--- config.mk ---
export PLATFORM = sky130hd
export DESIGN_NAME = usb_ep_irq_unit
export DESIGN_NICKNAME = d
export VERILOG_FILES = /design/src/rtl/usbepi_pkg.sv /design/src/rtl/epi_flag_bank.sv /design/src/rtl/epi_irq_merge.sv /design/src/rtl/usb_ep_irq_unit.sv
export SDC_FILE = /design/constraint.sdc
export NUM_CORES = 1
export LEC_CHECK = 0
export CAP_MARGIN = 10
export CELL_PAD_IN_SITES_DETAIL_PLACEMENT = 1
export CELL_PAD_IN_SITES_GLOBAL_PLACEMENT = 1
export CORE_ASPECT_RATIO = 0.5
export CORE_MARGIN = 2
export CORE_UTILIZATION = 38
export DETAILED_ROUTE_END_ITERATION = 8
export PLACE_DENSITY_LB_ADDON = 0.12
export REMOVE_ABC_BUFFERS = 1
export SLEW_MARGIN = 20
export SYNTH_ARGS = -nofsm -noshare
export SYNTH_HDL_FRONTEND = slang
export SYNTH_SLANG_ARGS = --single-unit
export TNS_END_PERCENT = 5
--- constraint.sdc ---
create_clock -name clk -period 2.1 [get_ports clk]
set_input_delay 0.63 -clock clk [delete_from_list [all_inputs] [get_ports clk]]
set_output_delay 0.63 -clock clk [all_outputs]
set_load 0.05 [all_outputs]
--- src/rtl/usbepi_pkg.sv ---
package usbepi_pkg;

   localparam int REG_AW = 3;

   typedef enum logic [REG_AW-1:0] {
      OFS_SEL  = 3'd0,
      OFS_FLAG = 3'd1,
      OFS_IEN  = 3'd2,
      OFS_ERR  = 3'd3,
      OFS_SUM  = 3'd4
   } reg_ofs_e;

   // flag byte positions
   localparam int F_TXRDY  = 0;
   localparam int F_STALL  = 1;
   localparam int F_OUTRX  = 2;
   localparam int F_SETUP  = 3;
   localparam int F_NAKOUT = 4;
   localparam int F_RWOK   = 5;
   localparam int F_NAKIN  = 6;
   localparam int F_BUFCTL = 7;

   // error status / enable positions
   localparam int E_UNF    = 5;
   localparam int E_OVF    = 6;
   localparam int E_FLOWEN = 7;

   localparam logic [7:0] IRQ_FLAG_MASK = 8'h5F;
   localparam logic [7:0] SUM_HOLD_MASK = 8'hDF;
   localparam logic [7:0] STORE_MASK    = 8'hDF;

endpackage

--- src/rtl/epi_flag_bank.sv ---
module epi_flag_bank
   import usbepi_pkg::*;
(
   input  logic       clk,
   input  logic       rst,
   input  logic       cpu_sel,
   input  logic       wr_flag,
   input  logic       wr_ien,
   input  logic       wr_err,
   input  logic [7:0] wdata,
   input  logic       ev_hit,
   input  logic [7:0] ev_flags,
   input  logic       ev_ovf,
   input  logic       ev_unf,
   input  logic       buf_full,
   input  logic       buf_empty,
   input  logic       dir_in,
   output logic [7:0] flag_view,
   output logic [7:0] ien_view,
   output logic [7:0] err_view,
   output logic       sum_q,
   output logic       req
);

   logic [7:0] flags_q, ien_q;
   logic       ovf_q, unf_q;
   logic [7:0] flag_clr, ev_set, flag_nxt;
   logic       ev_any, sum_nxt, ovf_nxt, unf_nxt, rw_ok;

   always_comb begin
      flag_clr = flags_q;
      if (cpu_sel && wr_flag) begin
         flag_clr = flags_q & wdata;
         if (flags_q[F_SETUP] && !wdata[F_SETUP]) begin
            flag_clr[F_TXRDY] = 1'b1;
            flag_clr[F_OUTRX] = 1'b0;
         end
      end
      flag_clr = flag_clr & STORE_MASK;
      ev_set   = ev_hit ? (ev_flags & STORE_MASK) : 8'h00;
      flag_nxt = flag_clr | ev_set;
      ev_any   = ev_hit && ((|ev_set) || ev_ovf || ev_unf);

      sum_nxt = sum_q;
      if (cpu_sel && wr_flag && ((flag_clr & SUM_HOLD_MASK) == 8'h00))
         sum_nxt = 1'b0;
      if (ev_any)
         sum_nxt = 1'b1;

      ovf_nxt = ovf_q;
      unf_nxt = unf_q;
      if (cpu_sel && wr_err) begin
         ovf_nxt = ovf_q & wdata[E_OVF];
         unf_nxt = unf_q & wdata[E_UNF];
      end
      if (ev_hit && ev_ovf) ovf_nxt = 1'b1;
      if (ev_hit && ev_unf) unf_nxt = 1'b1;
   end

   always_ff @(posedge clk) begin
      if (rst) begin
         flags_q <= '0;
         ien_q   <= '0;
         ovf_q   <= 1'b0;
         unf_q   <= 1'b0;
         sum_q   <= 1'b0;
      end else begin
         flags_q <= flag_nxt;
         ovf_q   <= ovf_nxt;
         unf_q   <= unf_nxt;
         sum_q   <= sum_nxt;
         if (cpu_sel && wr_ien)
            ien_q <= wdata;
      end
   end

   assign rw_ok = dir_in ? !buf_full : !buf_empty;

   always_comb begin
      flag_view         = flags_q;
      flag_view[F_RWOK] = rw_ok;
      ien_view          = ien_q;
      err_view          = '0;
      err_view[E_OVF]   = ovf_q;
      err_view[E_UNF]   = unf_q;
   end

   assign req = (|(flags_q & ien_q & IRQ_FLAG_MASK)) ||
                ((ovf_q || unf_q) && ien_q[E_FLOWEN]);

   a_r3_write_never_sets: assert property (@(posedge clk) disable iff (rst)
      (cpu_sel && wr_flag && !ev_hit && !flags_q[F_SETUP])
      |=> ((flags_q & ~$past(flags_q)) == 8'h00));

   a_r4_setup_ack: assert property (@(posedge clk) disable iff (rst)
      (cpu_sel && wr_flag && !ev_hit && flags_q[F_SETUP] && !wdata[F_SETUP])
      |=> (flags_q[F_TXRDY] && !flags_q[F_OUTRX] && !flags_q[F_SETUP]));

   a_r6_summary_on_event: assert property (@(posedge clk) disable iff (rst)
      ev_any |=> sum_q);

   a_r8_ovf_latched: assert property (@(posedge clk) disable iff (rst)
      (ev_hit && ev_ovf) |=> ovf_q);

endmodule

--- src/rtl/epi_irq_merge.sv ---
module epi_irq_merge #(
   parameter int NUM_EP  = 5,
   parameter bit IRQ_REG = 1'b0
) (
   input  logic              clk,
   input  logic              rst,
   input  logic [NUM_EP-1:0] req_vec,
   input  logic              glb_en,
   output logic              irq
);

   logic any_req;
   assign any_req = glb_en && (|req_vec);

   generate
      if (IRQ_REG) begin : g_reg
         logic irq_q;
         always_ff @(posedge clk) begin
            if (rst) irq_q <= 1'b0;
            else     irq_q <= any_req;
         end
         assign irq = irq_q;

         a_r7_gate_q: assert property (@(posedge clk) disable iff (rst)
            !glb_en |=> !irq);
      end else begin : g_comb
         assign irq = any_req;

         a_r7_gate: assert property (@(posedge clk) disable iff (rst)
            !glb_en |-> !irq);
      end
   endgenerate

endmodule

--- src/rtl/usb_ep_irq_unit.sv ---
module usb_ep_irq_unit
   import usbepi_pkg::*;
#(
   parameter int NUM_EP  = 5,
   parameter bit IRQ_REG = 1'b0,
   localparam int EPW    = (NUM_EP > 1) ? $clog2(NUM_EP) : 1
) (
   input  logic              clk,
   input  logic              rst,
   input  logic [REG_AW-1:0] cpu_addr,
   input  logic              cpu_wr,
   input  logic [7:0]        cpu_wdata,
   output logic [7:0]        cpu_rdata,
   input  logic              ev_valid,
   input  logic [EPW-1:0]    ev_ep,
   input  logic [7:0]        ev_flags,
   input  logic              ev_ovf,
   input  logic              ev_unf,
   input  logic [NUM_EP-1:0] buf_full,
   input  logic [NUM_EP-1:0] buf_empty,
   input  logic [NUM_EP-1:0] ep_dir_in,
   input  logic              ctl_en,
   output logic [NUM_EP-1:0] ep_summary,
   output logic              ep_irq
);

   generate
      if (NUM_EP < 1 || NUM_EP > 8) begin : g_bad_ep
         $error("usb_ep_irq_unit: NUM_EP must lie in 1..8");
      end
   endgenerate

   logic [EPW-1:0]    sel_q;
   logic              wr_flag, wr_ien, wr_err, wr_sel;
   logic [7:0]        flag_v [NUM_EP];
   logic [7:0]        ien_v  [NUM_EP];
   logic [7:0]        err_v  [NUM_EP];
   logic [NUM_EP-1:0] sum_vec, req_vec;

   assign wr_sel  = cpu_wr && (cpu_addr == OFS_SEL);
   assign wr_flag = cpu_wr && (cpu_addr == OFS_FLAG);
   assign wr_ien  = cpu_wr && (cpu_addr == OFS_IEN);
   assign wr_err  = cpu_wr && (cpu_addr == OFS_ERR);

   always_ff @(posedge clk) begin
      if (rst)
         sel_q <= '0;
      else if (wr_sel && (cpu_wdata < 8'(NUM_EP)))
         sel_q <= cpu_wdata[EPW-1:0];
   end

   generate
      for (genvar i = 0; i < NUM_EP; i++) begin : g_ep
         logic hit;
         assign hit = ev_valid && (ev_ep == EPW'(i));
         epi_flag_bank u_bank (
            .clk       (clk),
            .rst       (rst),
            .cpu_sel   (sel_q == EPW'(i)),
            .wr_flag   (wr_flag),
            .wr_ien    (wr_ien),
            .wr_err    (wr_err),
            .wdata     (cpu_wdata),
            .ev_hit    (hit),
            .ev_flags  (ev_flags),
            .ev_ovf    (ev_ovf),
            .ev_unf    (ev_unf),
            .buf_full  (buf_full[i]),
            .buf_empty (buf_empty[i]),
            .dir_in    (ep_dir_in[i]),
            .flag_view (flag_v[i]),
            .ien_view  (ien_v[i]),
            .err_view  (err_v[i]),
            .sum_q     (sum_vec[i]),
            .req       (req_vec[i])
         );
      end
   endgenerate

   always_comb begin
      cpu_rdata = '0;
      case (cpu_addr)
         OFS_SEL:  cpu_rdata[EPW-1:0] = sel_q;
         OFS_SUM:  cpu_rdata[NUM_EP-1:0] = sum_vec;
         OFS_FLAG: for (int i = 0; i < NUM_EP; i++)
                      if (sel_q == EPW'(i)) cpu_rdata = flag_v[i];
         OFS_IEN:  for (int i = 0; i < NUM_EP; i++)
                      if (sel_q == EPW'(i)) cpu_rdata = ien_v[i];
         OFS_ERR:  for (int i = 0; i < NUM_EP; i++)
                      if (sel_q == EPW'(i)) cpu_rdata = err_v[i];
         default:  cpu_rdata = '0;
      endcase
   end

   assign ep_summary = sum_vec;

   epi_irq_merge #(.NUM_EP(NUM_EP), .IRQ_REG(IRQ_REG)) u_merge (
      .clk     (clk),
      .rst     (rst),
      .req_vec (req_vec),
      .glb_en  (ctl_en),
      .irq     (ep_irq)
   );

   a_r10_sel_range: assert property (@(posedge clk) disable iff (rst)
      32'(sel_q) < NUM_EP);

endmodule

# Word-level counts from Yosys, hierarchy flattened
# Index checks and enable logic that the tools add are counted.
[totals] wordCells=258 register_bits=98 in_bits=44 output_inout_bits=14
[op_classes] order_cmp=1 mux=73 bitwise=25 n_eq_ne=12 n_reduce_logical=121
[op_table] operator="8-bit 2-to-1 mux" count=24
[op_table] operator="1-bit logical AND" count=56
[op_table] operator="1-bit 2-to-1 mux" count=45
[op_table] operator="8-bit AND" count=5
[op_table] operator="8-bit zero test" count=5
[op_table] operator="8-bit OR" count=5
[op_table] operator="8-bit OR reduction" count=5
[op_table] operator="7-bit AND" count=5
[op_table] operator="2-bit nonzero test" count=15
[op_table] operator="6-bit OR reduction" count=5
[op_table] operator="1-bit logical OR" count=20
[op_table] operator="3-bit by 2-bit equality test with 1-bit output, second input constant" count=6
[op_table] operator="3-bit one-hot mux with 5 select lines" count=1
[op_table] operator="1-bit zero test" count=11
[op_table] operator="1-bit AND" count=10
[op_table] operator="3-bit by 1-bit equality test with 1-bit output, second input constant" count=3
[op_table] operator="3-bit equality test, second input constant" count=3
[op_table] operator="3-bit zero test" count=3
[op_table] operator="3-bit one-hot mux with 3 select lines" count=1
[op_table] operator="8-bit by 3-bit less-than comparator with 1-bit output, second input constant" count=1
[op_table] operator="2-bit one-hot mux with 4 select lines" count=1
[op_table] operator="7-bit 2-to-1 mux" count=1
[op_table] operator="5-bit OR reduction" count=1

# Longest topological paths before layout
[depth] word_depth=8 ltp_mapped=7 mapped_depth_nobuf=4

# Cells and area by module
# Synthesis repeated with hierarchy kept, for this count alone.
[unflattened] cells_unflattened=712 hier_area_um2=5728.0
[by_module_without_submodules] mod="epi_flag_bank" n_inst=5 area_each_um2=854.6 cells_per_inst=107 seq_area_each_um2=360.3
[by_module_without_submodules] mod="usb_ep_irq_unit" n_inst=1 area_each_um2=1440.1 cells_per_inst=175 seq_area_each_um2=60.1
[by_module_without_submodules] mod="epi_irq_merge" n_inst=1 area_each_um2=15.0 cells_per_inst=2 seq_area_each_um2=0.0

# Worst setup path before layout
# Ideal clock, no wire load.
[synth_timing] path_kind="in2out" startpoint="input port cpu_addr[2]" endpoint="output port cpu_rdata[7]" t_arrival_ns=2.623 t_required_ns=1.470 cell_stages=4 setup_slack_ns=-1.153 n_path_buf=0 path_cell_list="or3b_2 > nor2_4 > a22oi_1 > a221oi_1"
[synth_via] elab_chain_cells=2 word_cells_on_any_way=4 cone_classes="3 x eq/ne; 1 x mux"
[synth_rtl] element="start, declared" line="usb_ep_irq_unit.sv:10" text="input logic [REG_AW-1:0] cpu_addr,"
[synth_rtl] element="3-bit by 2-bit equality test with 1-bit output or 3-bit by 1-bit equality test with 1-bit output (tied branches)" line="usb_ep_irq_unit.sv:82" text="case (cpu_addr)"
[synth_rtl] element="3-bit one-hot mux with 3 select lines *" line="usb_ep_irq_unit.sv:82"
[synth_rtl] element="end, declared" line="usb_ep_irq_unit.sv:13" text="output logic [7:0] cpu_rdata,"
# Mark *: on every way between the ends. The rest lies on a longest branch, timed or not.

# Worst setup path in the final report
[layout_timing] startpoint="register sel_q[0]" endpoint="output port cpu_rdata[2]"
[layout_via] elab_chain_cells=7 word_cells_on_any_way=20 cone_classes="4 x eq/ne; 15 x mux; 1 x reduce/logical"
[layout_rtl] element="start, declared" line="usb_ep_irq_unit.sv:33" text="logic [EPW-1:0] sel_q;"
[layout_rtl] element="start signal, assigned" line="usb_ep_irq_unit.sv:49" text="sel_q <= cpu_wdata[EPW-1:0];"
[layout_rtl] element="3-bit zero test" line="usb_ep_irq_unit.sv:86, usb_ep_irq_unit.sv:88"
[layout_rtl] element="8-bit 2-to-1 mux (on tied branches) (5 in a row)" line="usb_ep_irq_unit.sv:88, usb_ep_irq_unit.sv:86"
[layout_rtl] element="3-bit one-hot mux with 5 select lines *" line="usb_ep_irq_unit.sv:82"
# Marked as above.

==> Flow_metrics.wiki <==
{| class="wikitable"
! Metric !! Value
|-
| Detailed-route via count || 5,791
|-
| Area of the placeable core || between 10,000 and 15,000 µm²
|-
| Family with the most delay on the worst path || multiplexers
|-
| Crit path capture type || output port
|-
| Final cell area excluding filler cells || 7250 µm²
|-
| Starting Density || 39.2%
|-
| Count of distinct cell types in the synthesized netlist || 55
|-
| Deepest level of the CTS H-tree || 3
|-
| Setup violation total in the final timing report || 9
|-
| Number of endpoints with negative hold slack in the final report || 0
|-
| Top Ports || 58
|-
| Number of standard cells in the final layout excluding fillers || 945
|-
| Global-route wire length before repair || 35,500 µm
|-
| WL/cell || 24.4 µm
|-
| Max Cap Viol || 0
|-
| Fin nets || 814
|-
| Violation count after the first detailed-routing iteration || 747
|-
| Violated checks || setup timing
|-
| Insertion delay of the later-clocked pin in the worst-skew pair || ~0.35 ns
|-
| Clock buffers created by TritonCTS || 9
|-
| Async set or reset register ratio after synthesis || 0%
|-
| Sink count of the clock tree || 93
|-
| Antenna violations before repair || 1
|-
| Average cell area after synthesis || between 8 and 9 µm²
|-
| Die area || between 10,000 and 15,000 µm²
|-
| Total global routing overflow || 0
|-
| Die boundary height || between 80 and 90 µm
|-
| Highest metal layer with signal wires || met4
|-
| Met3 WL || 2340 µm
|-
| Critical Setup Path Class || register to output port
|-
| Setup_tns || -5.17 ns
|-
| Worst relative slew slack || 74.0%
|-
| Filler instances || 1,491
|-
| Detailed-router iteration count before antenna repair || 7
|-
| P_leak || around 2.7 nW
|-
| Most instantiated library cell after synthesis || sky130_fd_sc_hd__nand2_1
|-
| Period utilization || 130%
|-
| Placed cell areas || 6760 µm²
|-
| Length of routed met2 wiring || about 10,000 µm
|-
| Post-layout util || a little under three fifths
|-
| DP Wirelength || 17,300 µm
|-
| Worst reg2reg path startpoint || sel_q[1]$_SDFFE_PP0P_
|-
| Main area contributors after synthesis || sky130_fd_sc_hd__dfxtp_1 37%, sky130_fd_sc_hd__a21oi_1 8.3%, sky130_fd_sc_hd__nand2_1 7.4%
|-
| Number of max-slew violations in the final report || 0
|-
| Synth warnings || 0
|-
| Most numerous cell types in the synthesized netlist || 99 x sky130_fd_sc_hd__nand2_1, 93 x sky130_fd_sc_hd__dfxtp_1, 83 x sky130_fd_sc_hd__a21oi_1
|-
| Pwr Density || between 500 and 600 nW/µm²
|-
| Required time at the endpoint of the critical path || 1.47 ns
|-
| Area delta synth->final || 45.4%
|-
| Routed vias/inst || a little over 6
|-
| Number of inserted diodes || 0
|-
| Maximum vdd drop || 0.364 mV
|-
| Antenna viol nets, final || 0
|-
| Area of the mapped netlist || 4990 µm²
|-
| Sequential standard cell area || 1870 µm²
|-
| Predominant post-synthesis flop cell || sky130_fd_sc_hd__dfxtp_1
|-
| Maximum number of pins on one net before global-route repair || 47
|-
| Library cell used as clock root buffer || sky130_fd_sc_hd__clkbuf_16
|-
| Startpoint of the most critical setup path || sel_q[0]$_SDFFE_PP0P_
|-
| Worst-margin pin slew || 0.385 ns
|-
| Via count of the first global-routing pass || about 6,000
|-
| Area taken by multi-input logic gates || 3020 µm²
|-
| Number of enable flip-flop cells after synthesis || 0
|-
| Post-Route WL || 23,100 µm
|-
| Setup repair after global routing missed its margin || true
|-
| Horizontal die dimension || 166 µm
|-
| Cell type contributing the most total cell area after synthesis || sky130_fd_sc_hd__dfxtp_1
|-
| Maximum clock skew at final layout || 0.00720 ns
|-
| Gate count after technology mapping || ~610
|-
| Worst Path Arrival || about 2.1 ns
|-
| Hold path startpoint || g_ep[0].u_bank.ien_view[5]$_SDFFE_PP0P_
|-
| Placed cells || about 930
|-
| Clock transition at path regs || 0.07 ns
|-
| Maximum fanout encountered on the critical timing path || 6
|-
| Worst Setup Slack, final || -0.640 ns
|-
| Top-area cell type share of the netlist area || 37.3%
|-
| Overall global routing resource usage || roughly 33%
|-
| Worst path slowest cell || sky130_fd_sc_hd__mux4_2
|-
| Flip-flop and latch count after synthesis || 93
|-
| Result of the run || finished with violations
|-
| Port Buffers || 56
|-
| Global placer's final weighted congestion || 0.943
|-
| Post-route worst hold slack || 0.472 ns
|-
| Share of layout cells above drive strength 1 || 30.2%
|-
| Clock tree from TritonCTS || built
|-
| Max Freq || 0.365 GHz
|-
| Met1 WL || 10,200 µm
|-
| Class of the most critical hold timing path || register to register
|-
| Category of the worst setup path launch point || register
|-
| Chain of cells forming the critical path || buf_8, mux4_2, a22oi_2, a2bb2oi_2, o21ai_2, buf_12
|-
| Post-synthesis sequential area ratio || 37.3%
|-
| Number of buffer and inverter stages on the critical path || 2
|-
| Hold buffer count at CTS || 0
|-
| Highest cell delay on the worst timing path || 0.54 ns
|-
| Number of remaining DRC errors || 0
|-
| Number of core rows || 29
|-
| Longest Clk Path Bufs || 2
|-
| Time the worst path needs with I/O delays and setup || between 2 and 3 ns
|}
-- cell usage in the layout (no fill, tap or decap), types with 4 or more instances in the layout --
| master | netlist | routed |
|---|---|---|
| sky130_fd_sc_hd__a21oi_1 | 83 | 83 |
| sky130_fd_sc_hd__a22o_1 | 5 | 5 |
| sky130_fd_sc_hd__a22oi_1 | 24 | 17 |
| sky130_fd_sc_hd__a22oi_2 | 0 | 7 |
| sky130_fd_sc_hd__a31oi_1 | 5 | 4 |
| sky130_fd_sc_hd__buf_12 | 0 | 13 |
| sky130_fd_sc_hd__buf_4 | 6 | 138 |
| sky130_fd_sc_hd__buf_6 | 2 | 9 |
| sky130_fd_sc_hd__clkbuf_16 | 0 | 9 |
| sky130_fd_sc_hd__clkdlybuf4s50_1 | 0 | 34 |
| sky130_fd_sc_hd__dfxtp_1 | 93 | 91 |
| sky130_fd_sc_hd__dlygate4sd2_1 | 0 | 5 |
| sky130_fd_sc_hd__mux2i_1 | 20 | 19 |
| sky130_fd_sc_hd__mux4_2 | 12 | 15 |
| sky130_fd_sc_hd__nand2_1 | 99 | 97 |
| sky130_fd_sc_hd__nand2b_1 | 9 | 9 |
| sky130_fd_sc_hd__nand3_1 | 39 | 39 |
| sky130_fd_sc_hd__nand3b_1 | 4 | 4 |
| sky130_fd_sc_hd__nand4_1 | 7 | 7 |
| sky130_fd_sc_hd__nor2_1 | 20 | 19 |
| sky130_fd_sc_hd__nor2b_1 | 7 | 7 |
| sky130_fd_sc_hd__nor3_1 | 5 | 5 |
| sky130_fd_sc_hd__o21ai_0 | 65 | 61 |
-- logic make-up after synthesis --
kind of cell           synth area share, %
buffers and inverters                 5.19
AND/OR/NAND/NOR                       21.2
AO/OA/AOI/OAI                         24.8
flip-flops                            37.3
multiplexers                          11.5
-- layer usage --
metal  up-vias  track usage, %
li1       2562               -
met1      2921            46.1
met2       265            52.3
met3        43            8.86
met4         0            7.91
met5         -               0
-- area by class of cell --
type / instances / area share, %
Sequential cell: 93 / 25.7
Inverter: 3 / 0.155
Tap cell: 170 / 2.93
Clock buffer: 9 / 3.10
Clock inverter: 7 / 1.35
Timing Repair Buffer: 203 / 25.1
Multi-Input combinational cell: 460 / 41.6
-- through the flow --
step,setup WS (ns),total power [W]
global placement,-0.976,0.00232
detailed placement,-0.976,0.00233
finish,-0.640,0.00410
floorplan,-2.13,0.00197
global route,-0.695,0.00423
CTS,-0.608,0.00410
-- worst paths after layout --
path | endpoint | slack [ns] | cells past startpoint
max reg2reg | g_ep[0].u_bank.flags_q[0]$_SDFF_PP0_ | 0.09 | 7
max | cpu_rdata[2] | -0.64 | 6
min | g_ep[0].u_bank.ien_view[5]$_SDFFE_PP0P_ | 0.47 | 2
min reg2reg | g_ep[0].u_bank.ien_view[5]$_SDFFE_PP0P_ | 0.47 | 2
-- repair_timing --
| action | in CTS | in global routing |
|---|---|---|
| gates resized for setup | 52 | 9 |
| pin swaps | 13 | 4 |
| setup endpoints to repair | 35 | 19 |
| setup buffers | 1 | 0 |
| cloned | 0 | 0 |
-- report_power, final --
group / total (W) / switching, W / internal [W]
Sequential: 0.00181 / 0.0000247 / 0.00179
Clock: 0.00179 / 0.000744 / 0.00105
Combinational: 0.000500 / 0.000271 / 0.000230
Total: 0.00410 / 0.00104 / 0.00306
-- registers in the layout, indices dropped and copies added (netlist names) --
| signal | flops |
|---|---|
| g_ep.u_bank.ovf_q | 5 |
| g_ep.u_bank.flags_q | 35 |
| g_ep.u_bank.ien_view | 40 |
| g_ep.u_bank.sum_q | 5 |
| sel_q | 3 |
| g_ep.u_bank.unf_q | 5 |
-- worst reg2reg max path: cells and delay by family (launching register included) --
kind            cells  cell delay, ns
compound gates      2            0.51
buf+inv             3            0.57
flops               1            0.35
simple gates        2            0.51
Note: power is estimated with default switching activity, not from simulation.
